<file path="src/rtl/ea_pkg.sv">
// Package: shared mode encoding and mode-class helpers for the address generator.
// Assumes a 5-bit mode code; codes above AM_REL16 are undefined.
package ea_pkg;

    typedef enum logic [4:0] {
        AM_DIR        = 5'd0,
        AM_DIR_X      = 5'd1,
        AM_DIR_Y      = 5'd2,
        AM_ABS        = 5'd3,
        AM_ABS_X      = 5'd4,
        AM_ABS_Y      = 5'd5,
        AM_LONG       = 5'd6,
        AM_LONG_X     = 5'd7,
        AM_DP_IND     = 5'd8,
        AM_DP_X_IND   = 5'd9,
        AM_DP_IND_Y   = 5'd10,
        AM_DP_LIND    = 5'd11,
        AM_DP_LIND_Y  = 5'd12,
        AM_STK        = 5'd13,
        AM_STK_IND_Y  = 5'd14,
        AM_REL8       = 5'd15,
        AM_REL16      = 5'd16
    } am_e;

    // True for every mode whose address is built on the direct-page base
    function automatic logic uses_dp(input am_e m);
        return m inside {AM_DIR, AM_DIR_X, AM_DIR_Y, AM_DP_IND, AM_DP_X_IND,
                         AM_DP_IND_Y, AM_DP_LIND, AM_DP_LIND_Y};
    endfunction

endpackage

</file>
<file path="src/rtl/ea_index_mask.sv">
// Module: presents X and Y at their active width.
// Assumes that when narrow_i is set, the upper byte(s) of both index registers read as zero.
module ea_index_mask #(
    parameter int WORD_W = 16,
    parameter int LO_W   = 8
) (
    input  logic              narrow_i,
    input  logic [WORD_W-1:0] x_i,
    input  logic [WORD_W-1:0] y_i,
    output logic [WORD_W-1:0] x_eff_o,
    output logic [WORD_W-1:0] y_eff_o
);
    localparam int HI_W = WORD_W - LO_W;

    logic [WORD_W-1:0] raw [2];
    logic [WORD_W-1:0] eff [2];

    assign raw[0] = x_i;
    assign raw[1] = y_i;

    // One masking slice per index register
    for (genvar gi = 0; gi < 2; gi++) begin : g_idx
        assign eff[gi] = narrow_i ? {{HI_W{1'b0}}, raw[gi][LO_W-1:0]} : raw[gi];
    end

    assign x_eff_o = eff[0];
    assign y_eff_o = eff[1];
endmodule

</file>
<file path="src/rtl/ea_ptr_unit.sv">
// Module: forms the bank-zero pointer location for indirect modes and the
// unaligned-direct-page flag. Purely combinational; assumes an 8-bit offset field.
module ea_ptr_unit
    import ea_pkg::*;
#(
    parameter int WORD_W = 16,
    parameter int OFF_W  = 8
) (
    input  am_e               mode_i,
    input  logic [OFF_W-1:0]  off_i,
    input  logic [WORD_W-1:0] dir_i,
    input  logic [WORD_W-1:0] sp_i,
    input  logic [WORD_W-1:0] x_eff_i,
    output logic [WORD_W-1:0] ptr_addr_o,
    output logic              dp_slow_o
);
    localparam int PAD_W = WORD_W - OFF_W;

    logic [WORD_W-1:0] off_ext;
    logic [WORD_W-1:0] dp_base;

    assign off_ext = {{PAD_W{1'b0}}, off_i};
    assign dp_base = dir_i + off_ext;

    // Select the pointer location by mode
    always_comb begin
        unique case (mode_i)
            AM_DP_IND, AM_DP_IND_Y,
            AM_DP_LIND, AM_DP_LIND_Y: ptr_addr_o = dp_base;
            AM_DP_X_IND:              ptr_addr_o = dp_base + x_eff_i;
            AM_STK_IND_Y:             ptr_addr_o = sp_i + off_ext;
            default:                  ptr_addr_o = '0;
        endcase
    end

    // Extra cycle whenever a direct-page mode sees a base that is not page aligned
    assign dp_slow_o = uses_dp(mode_i) && (dir_i[OFF_W-1:0] != '0);
endmodule

</file>
<file path="src/rtl/ea_calc.sv">
// Module: main effective-address multiplexer and page-cross detector.
// Purely combinational; assumes the index inputs are already width-masked.
module ea_calc
    import ea_pkg::*;
#(
    parameter int WORD_W = 16,
    parameter int BANK_W = 8,
    parameter int OFF_W  = 8
) (
    input  am_e                      mode_i,
    input  logic [BANK_W+WORD_W-1:0] oper_i,
    input  logic [WORD_W-1:0]        dir_i,
    input  logic [WORD_W-1:0]        sp_i,
    input  logic [WORD_W-1:0]        x_eff_i,
    input  logic [WORD_W-1:0]        y_eff_i,
    input  logic [BANK_W-1:0]        dbank_i,
    input  logic [BANK_W-1:0]        pbank_i,
    input  logic [WORD_W-1:0]        pc_next_i,
    input  logic [BANK_W+WORD_W-1:0] ptr_i,
    output logic [BANK_W+WORD_W-1:0] ea_o,
    output logic                     page_cross_o
);
    localparam int ADDR_W = BANK_W + WORD_W;
    localparam int PAD_W  = WORD_W - OFF_W;

    logic [WORD_W-1:0] off_zx;
    logic [WORD_W-1:0] off_sx;
    logic [WORD_W-1:0] op16;
    logic [WORD_W-1:0] dp_sum;
    logic [ADDR_W-1:0] x_wide;
    logic [ADDR_W-1:0] y_wide;
    logic [ADDR_W-1:0] ind_base;
    logic [ADDR_W-1:0] base;
    logic              indexed;

    assign off_zx   = {{PAD_W{1'b0}}, oper_i[OFF_W-1:0]};
    assign off_sx   = {{PAD_W{oper_i[OFF_W-1]}}, oper_i[OFF_W-1:0]};
    assign op16     = oper_i[WORD_W-1:0];
    assign dp_sum   = dir_i + off_zx;
    assign x_wide   = {{BANK_W{1'b0}}, x_eff_i};
    assign y_wide   = {{BANK_W{1'b0}}, y_eff_i};
    assign ind_base = {dbank_i, ptr_i[WORD_W-1:0]};

    // Form the address and remember the unindexed base for page-cross detection
    always_comb begin
        base    = '0;
        indexed = 1'b0;
        ea_o    = '0;
        unique case (mode_i)
            AM_DIR:       ea_o = {{BANK_W{1'b0}}, dp_sum};
            AM_DIR_X:     ea_o = {{BANK_W{1'b0}}, dp_sum + x_eff_i};
            AM_DIR_Y:     ea_o = {{BANK_W{1'b0}}, dp_sum + y_eff_i};
            AM_ABS:       ea_o = {dbank_i, op16};
            AM_ABS_X: begin
                base = {dbank_i, op16}; indexed = 1'b1;
                ea_o = {dbank_i, op16 + x_eff_i};
            end
            AM_ABS_Y: begin
                base = {dbank_i, op16}; indexed = 1'b1;
                ea_o = {dbank_i, op16 + y_eff_i};
            end
            AM_LONG:      ea_o = oper_i;
            AM_LONG_X: begin
                base = oper_i; indexed = 1'b1;
                ea_o = oper_i + x_wide;
            end
            AM_DP_IND, AM_DP_X_IND: ea_o = ind_base;
            AM_DP_IND_Y, AM_STK_IND_Y: begin
                base = ind_base; indexed = 1'b1;
                ea_o = ind_base + y_wide;
            end
            AM_DP_LIND:   ea_o = ptr_i;
            AM_DP_LIND_Y: begin
                base = ptr_i; indexed = 1'b1;
                ea_o = ptr_i + y_wide;
            end
            AM_STK:       ea_o = {{BANK_W{1'b0}}, sp_i + off_zx};
            AM_REL8:      ea_o = {pbank_i, pc_next_i + off_sx};
            AM_REL16:     ea_o = {pbank_i, pc_next_i + op16};
            default:      ea_o = '0;
        endcase
    end

    // Page crossing: page number of result differs from that of the base
    assign page_cross_o = indexed && (base[ADDR_W-1:OFF_W] != ea_o[ADDR_W-1:OFF_W]);
endmodule

</file>
<file path="src/rtl/ea_gen.sv">
// Module: top of the banked effective-address generator. Combines index masking,
// pointer-location logic and the address multiplexer, then registers every result.
// Assumes synchronous active-low reset; one cycle from inputs to outputs.
module ea_gen
    import ea_pkg::*;
#(
    parameter int WORD_W = 16,
    parameter int BANK_W = 8
) (
    input  logic                     clk,
    input  logic                     rst_n,
    input  logic [4:0]               mode_i,
    input  logic [BANK_W+WORD_W-1:0] oper_i,
    input  logic [WORD_W-1:0]        dir_i,
    input  logic [WORD_W-1:0]        sp_i,
    input  logic [WORD_W-1:0]        x_i,
    input  logic [WORD_W-1:0]        y_i,
    input  logic [BANK_W-1:0]        dbank_i,
    input  logic [BANK_W-1:0]        pbank_i,
    input  logic [WORD_W-1:0]        pc_next_i,
    input  logic                     idx8_i,
    input  logic [BANK_W+WORD_W-1:0] ptr_i,
    output logic [BANK_W+WORD_W-1:0] ea_o,
    output logic [WORD_W-1:0]        ptr_addr_o,
    output logic                     dp_slow_o,
    output logic                     page_cross_o
);
    localparam int ADDR_W = BANK_W + WORD_W;
    localparam int OFF_W  = WORD_W / 2;

    am_e               mode;
    logic [WORD_W-1:0] x_eff;
    logic [WORD_W-1:0] y_eff;
    logic [ADDR_W-1:0] ea_d;
    logic [WORD_W-1:0] ptr_d;
    logic              dp_slow_d;
    logic              cross_d;

    assign mode = am_e'(mode_i);

    ea_index_mask #(.WORD_W(WORD_W), .LO_W(OFF_W)) u_mask (
        .narrow_i (idx8_i),
        .x_i      (x_i),
        .y_i      (y_i),
        .x_eff_o  (x_eff),
        .y_eff_o  (y_eff)
    );

    ea_ptr_unit #(.WORD_W(WORD_W), .OFF_W(OFF_W)) u_ptr (
        .mode_i     (mode),
        .off_i      (oper_i[OFF_W-1:0]),
        .dir_i      (dir_i),
        .sp_i       (sp_i),
        .x_eff_i    (x_eff),
        .ptr_addr_o (ptr_d),
        .dp_slow_o  (dp_slow_d)
    );

    ea_calc #(.WORD_W(WORD_W), .BANK_W(BANK_W), .OFF_W(OFF_W)) u_calc (
        .mode_i       (mode),
        .oper_i       (oper_i),
        .dir_i        (dir_i),
        .sp_i         (sp_i),
        .x_eff_i      (x_eff),
        .y_eff_i      (y_eff),
        .dbank_i      (dbank_i),
        .pbank_i      (pbank_i),
        .pc_next_i    (pc_next_i),
        .ptr_i        (ptr_i),
        .ea_o         (ea_d),
        .page_cross_o (cross_d)
    );

    // Output register stage, cleared by reset
    always_ff @(posedge clk) begin
        if (!rst_n) begin
            ea_o         <= '0;
            ptr_addr_o   <= '0;
            dp_slow_o    <= 1'b0;
            page_cross_o <= 1'b0;
        end else begin
            ea_o         <= ea_d;
            ptr_addr_o   <= ptr_d;
            dp_slow_o    <= dp_slow_d;
            page_cross_o <= cross_d;
        end
    end
endmodule

</file>
<file path="config.mk">
export PLATFORM = sky130hd
export DESIGN_NAME = ea_gen
export DESIGN_NICKNAME = d
export VERILOG_FILES = /design/src/rtl/ea_pkg.sv /design/src/rtl/ea_index_mask.sv /design/src/rtl/ea_ptr_unit.sv /design/src/rtl/ea_calc.sv /design/src/rtl/ea_gen.sv
export SDC_FILE = /design/constraint.sdc
export NUM_CORES = 1
export LEC_CHECK = 0
export BUFFER_PORTS_ARGS = -buffer_cell sky130_fd_sc_hd__clkbuf_2
export CAP_MARGIN = 20
export CELL_PAD_IN_SITES_DETAIL_PLACEMENT = 2
export CELL_PAD_IN_SITES_GLOBAL_PLACEMENT = 2
export CORE_UTILIZATION = 30
export CTS_CLUSTER_SIZE = 10
export DETAILED_ROUTE_END_ITERATION = 10
export GPL_TIMING_DRIVEN = 0
export PLACE_DENSITY = 0.87
export SYNTH_ARGS = -nofsm -noshare
export SYNTH_HDL_FRONTEND = slang
export SYNTH_SLANG_ARGS = --single-unit
</file>
<file path="constraint.sdc">
create_clock -name clk -period 12 [get_ports clk]
set_input_delay 0.6 -clock clk [delete_from_list [all_inputs] [get_ports clk]]
set_output_delay 0.6 -clock clk [all_outputs]
set_load 0.005 [all_outputs]
</file>
==> flow_summary.json <==
{
  "total_power_uw": 944,
  "ctsResizeCount": 0,
  "setup_viol": 0,
  "drv_cap": 0,
  "gp_congestion": 0.970,
  "cts_hold_repair.buffers": 0,
  "slowest_delay_ns": 0.72,
  "vdd_drop_max_v": 0.0000559,
  "dpl.hpwl_mm": 44.8,
  "power.leakage_nw": 4.89,
  "avgSynthCellArea_um2": 7.52,
  "crit_path_top_delay_cell": "nor4_1",
  "post_route_cells_drive_above_1_share_pct": 17.2,
  "postRouteAntennaNets": 0,
  "clockBufferDepth": 2,
  "nets": 1746,
  "drt-total-wl_mm": 53.5,
  "critPathArrivalTime_ns": 6.66,
  "clkSlewWorstSetupHoldPaths_ns": 0.07,
  "post-synth-top-area-cell": "ha_1",
  "grt_pass1_wl_mm": 79.1,
  "layout_commonest_cell": "clkbuf_2",
  "ys_warn_count": 0,
  "maxSlewViolCount": 0,
  "synth_edf_count": 0,
  "netlist_area_um2": 9610,
  "dr.pass1.iters": 5,
  "area_delta_synth_final_pct": 17.4,
  "pwr-share-comb_pct": 65.5,
  "fin_ws_ns": 5.55,
  "tightestPinTransition_ns": 1.03,
  "postCtsSetupBuffers": 0,
  "end_kind": "register",
  "cts_tree": "yes",
  "clkPwrFrac_pct": 19.0,
  "utilization_pct": 35.8,
  "setup_tns_ns": 0,
  "cts_made_buffers": 5,
  "final_cell_mix": "190 x clkbuf_2, 114 x nand2_1, 107 x ha_1",
  "start_kind": "primary input",
  "routed_via_density": 6.46,
  "power_density_nw_per_um2": 83.7,
  "instances_no_fill": 1882,
  "drc": 0,
  "first_iter_violations": 1021,
  "crit_top_cell": "nor4_1",
  "maxSlewHeadroom_pct": 30.7,
  "dp_cells": 1873,
  "dieArea_um2": 32800,
  "ys_ff_latch": 42,
  "p_int_uw": 475,
  "synth_ff_type": "dfxtp_1",
  "die_w_um": 181,
  "synth_top_area_share_pct": 13.9,
  "track_usage_pct": 32.2,
  "outcome": "complete, no violations",
  "post-route-period-util_pct": 53.8,
  "fin_area_um2": 11300,
  "min_period_ns": 6.45,
  "grt_pass1_vias": 12681,
  "antenna_found_initial": 1,
  "hold_slack_ns": 0.640,
  "max_freq_mhz": 155,
  "io_pins": 194,
  "syn-num-nets": 1545,
  "cts.sink_count": 42,
  "ys_seq_area_share_pct": 8.75,
  "switching_share_pct": 49.7,
  "power.switching_uw": 469,
  "start_util_pct": 30.5,
  "pwr-share-seq_pct": 15.5,
  "core_um2": 31600,
  "num_rows": 65,
  "synthTopCellsByArea": "ha_1 14%, dfxtp_1 8.7%, xnor2_1 6.6%",
  "hold_viol_final": 0,
  "hold_class": "in -> reg",
  "rsz0062_at_grt": "false",
  "critPathKind": "in -> reg",
  "place_ws_ns": 5.37,
  "grt_max_degree": 15,
  "htreeDepth": 2,
  "portBuffers": 190,
  "critical_path.top_delay_family": "simple AND/OR/NAND/NOR gates",
  "syn_inst": 1278,
  "crit_buf_inv": 3,
  "synth-async-reset-ratio_pct": 0,
  "critPathMaxFanout": 10,
  "placed_area_um2": 11100,
  "grt_remaining_overflow": 0,
  "cp.required_ns": 12.21,
  "synthDistinctLibCells": 95,
  "cts_root_buf": "clkbuf_16",
  "vias": 12160,
  "die_y_um": 181,
  "wl_per_cell_um": 28.4,
  "path_cells": "buf_2 -> clkbuf_1 -> nand2b_1 -> nor2_1 -> nor2_1 -> clkbuf_1 -> nand2_1 -> nand2_1 -> ha_1 -> a211oi_1 -> o21ai_0 -> a41oi_1 -> xor2_1 -> o21ai_0 -> nor4_1 -> xor2_1 -> nor4_1 -> nand4b_1 -> nor4_1 -> a31oi_1"
}
-- synthesized netlist by cell type (8+ instances only) --
master,count
nand2_1,114
ha_1,107
a21oi_1,101
nor2_1,87
xnor2_1,72
o21ai_0,57
xor2_1,51
dfxtp_1,42
a21o_1,37
a22oi_1,37
nand3_1,35
clkbuf_1,32
nor2b_1,31
inv_1,30
a222oi_1,29
nor3_1,28
nand2b_1,25
a31oi_1,23
a221oi_1,22
and3_1,22
o211ai_1,22
a211oi_1,21
nand4_1,20
mux2i_1,16
o22ai_1,15
nor4_1,14
o21a_1,12
o2111ai_1,9
or3_1,9
a22o_1,8
buf_2,8
fa_1,8
or4_1,8
-- cells by family after synthesis --
| group | Yosys count | synth area share [%] |
|---|---|---|
| AO/OA/AOI/OAI | 466 | 34.5 |
| XOR/XNOR | 129 | 12.5 |
| adder cells (fa/ha/maj) | 116 | 15.7 |
| buffers and inverters | 75 | 3.31 |
| flip-flops | 42 | 8.75 |
| multiplexers | 21 | 2.37 |
| AND/OR/NAND/NOR | 429 | 22.9 |
-- sequential cells by signal, summed over array words and instances (netlist names) --
register and count:
ea_o 24, page_cross_o 1, ptr_addr_o 16, dp_slow_o 1
-- final cells by class --
| type | instances | area, µm² |
|---|---|---|
| fillers | 3811 | 20300 |
| clock buffers | 6 | 139 |
| well taps | 402 | 503 |
| multi-input cells | 1161 | 8470 |
| plain buffers | 45 | 205 |
| diodes | 1 | 2.50 |
| clock inverters | 1 | 30.0 |
| repair buffers | 194 | 980 |
| inverters | 30 | 113 |
| flip-flops and latches | 42 | 841 |
-- power groups by stage --
stage	clock, mW	combinational (mW)	sequential, mW
after floorplan	0	0.386	0.150
after global placement	0	0.575	0.149
after detailed placement	0	0.596	0.149
after CTS	0.185	0.602	0.146
after global routing	0.189	0.658	0.146
final	0.179	0.618	0.146
-- final timing paths --
| path | startpoint | endpoint | cells past startpoint |
|---|---|---|---|
| worst max-delay path | mode_i[0] | page_cross_o | 20 |
| worst min-delay path | rst_n | dp_slow_o | 3 |
-- routing by layer --
layer	track usage (%)	wire (µm)	vias up
li1	-	-	5388
met5	0	15	-
met2	54.4	25000	517
met1	42.4	23100	6165
met4	9.73	1530	2
met3	4.09	3890	88
Power figures use the tool's default switching activity.
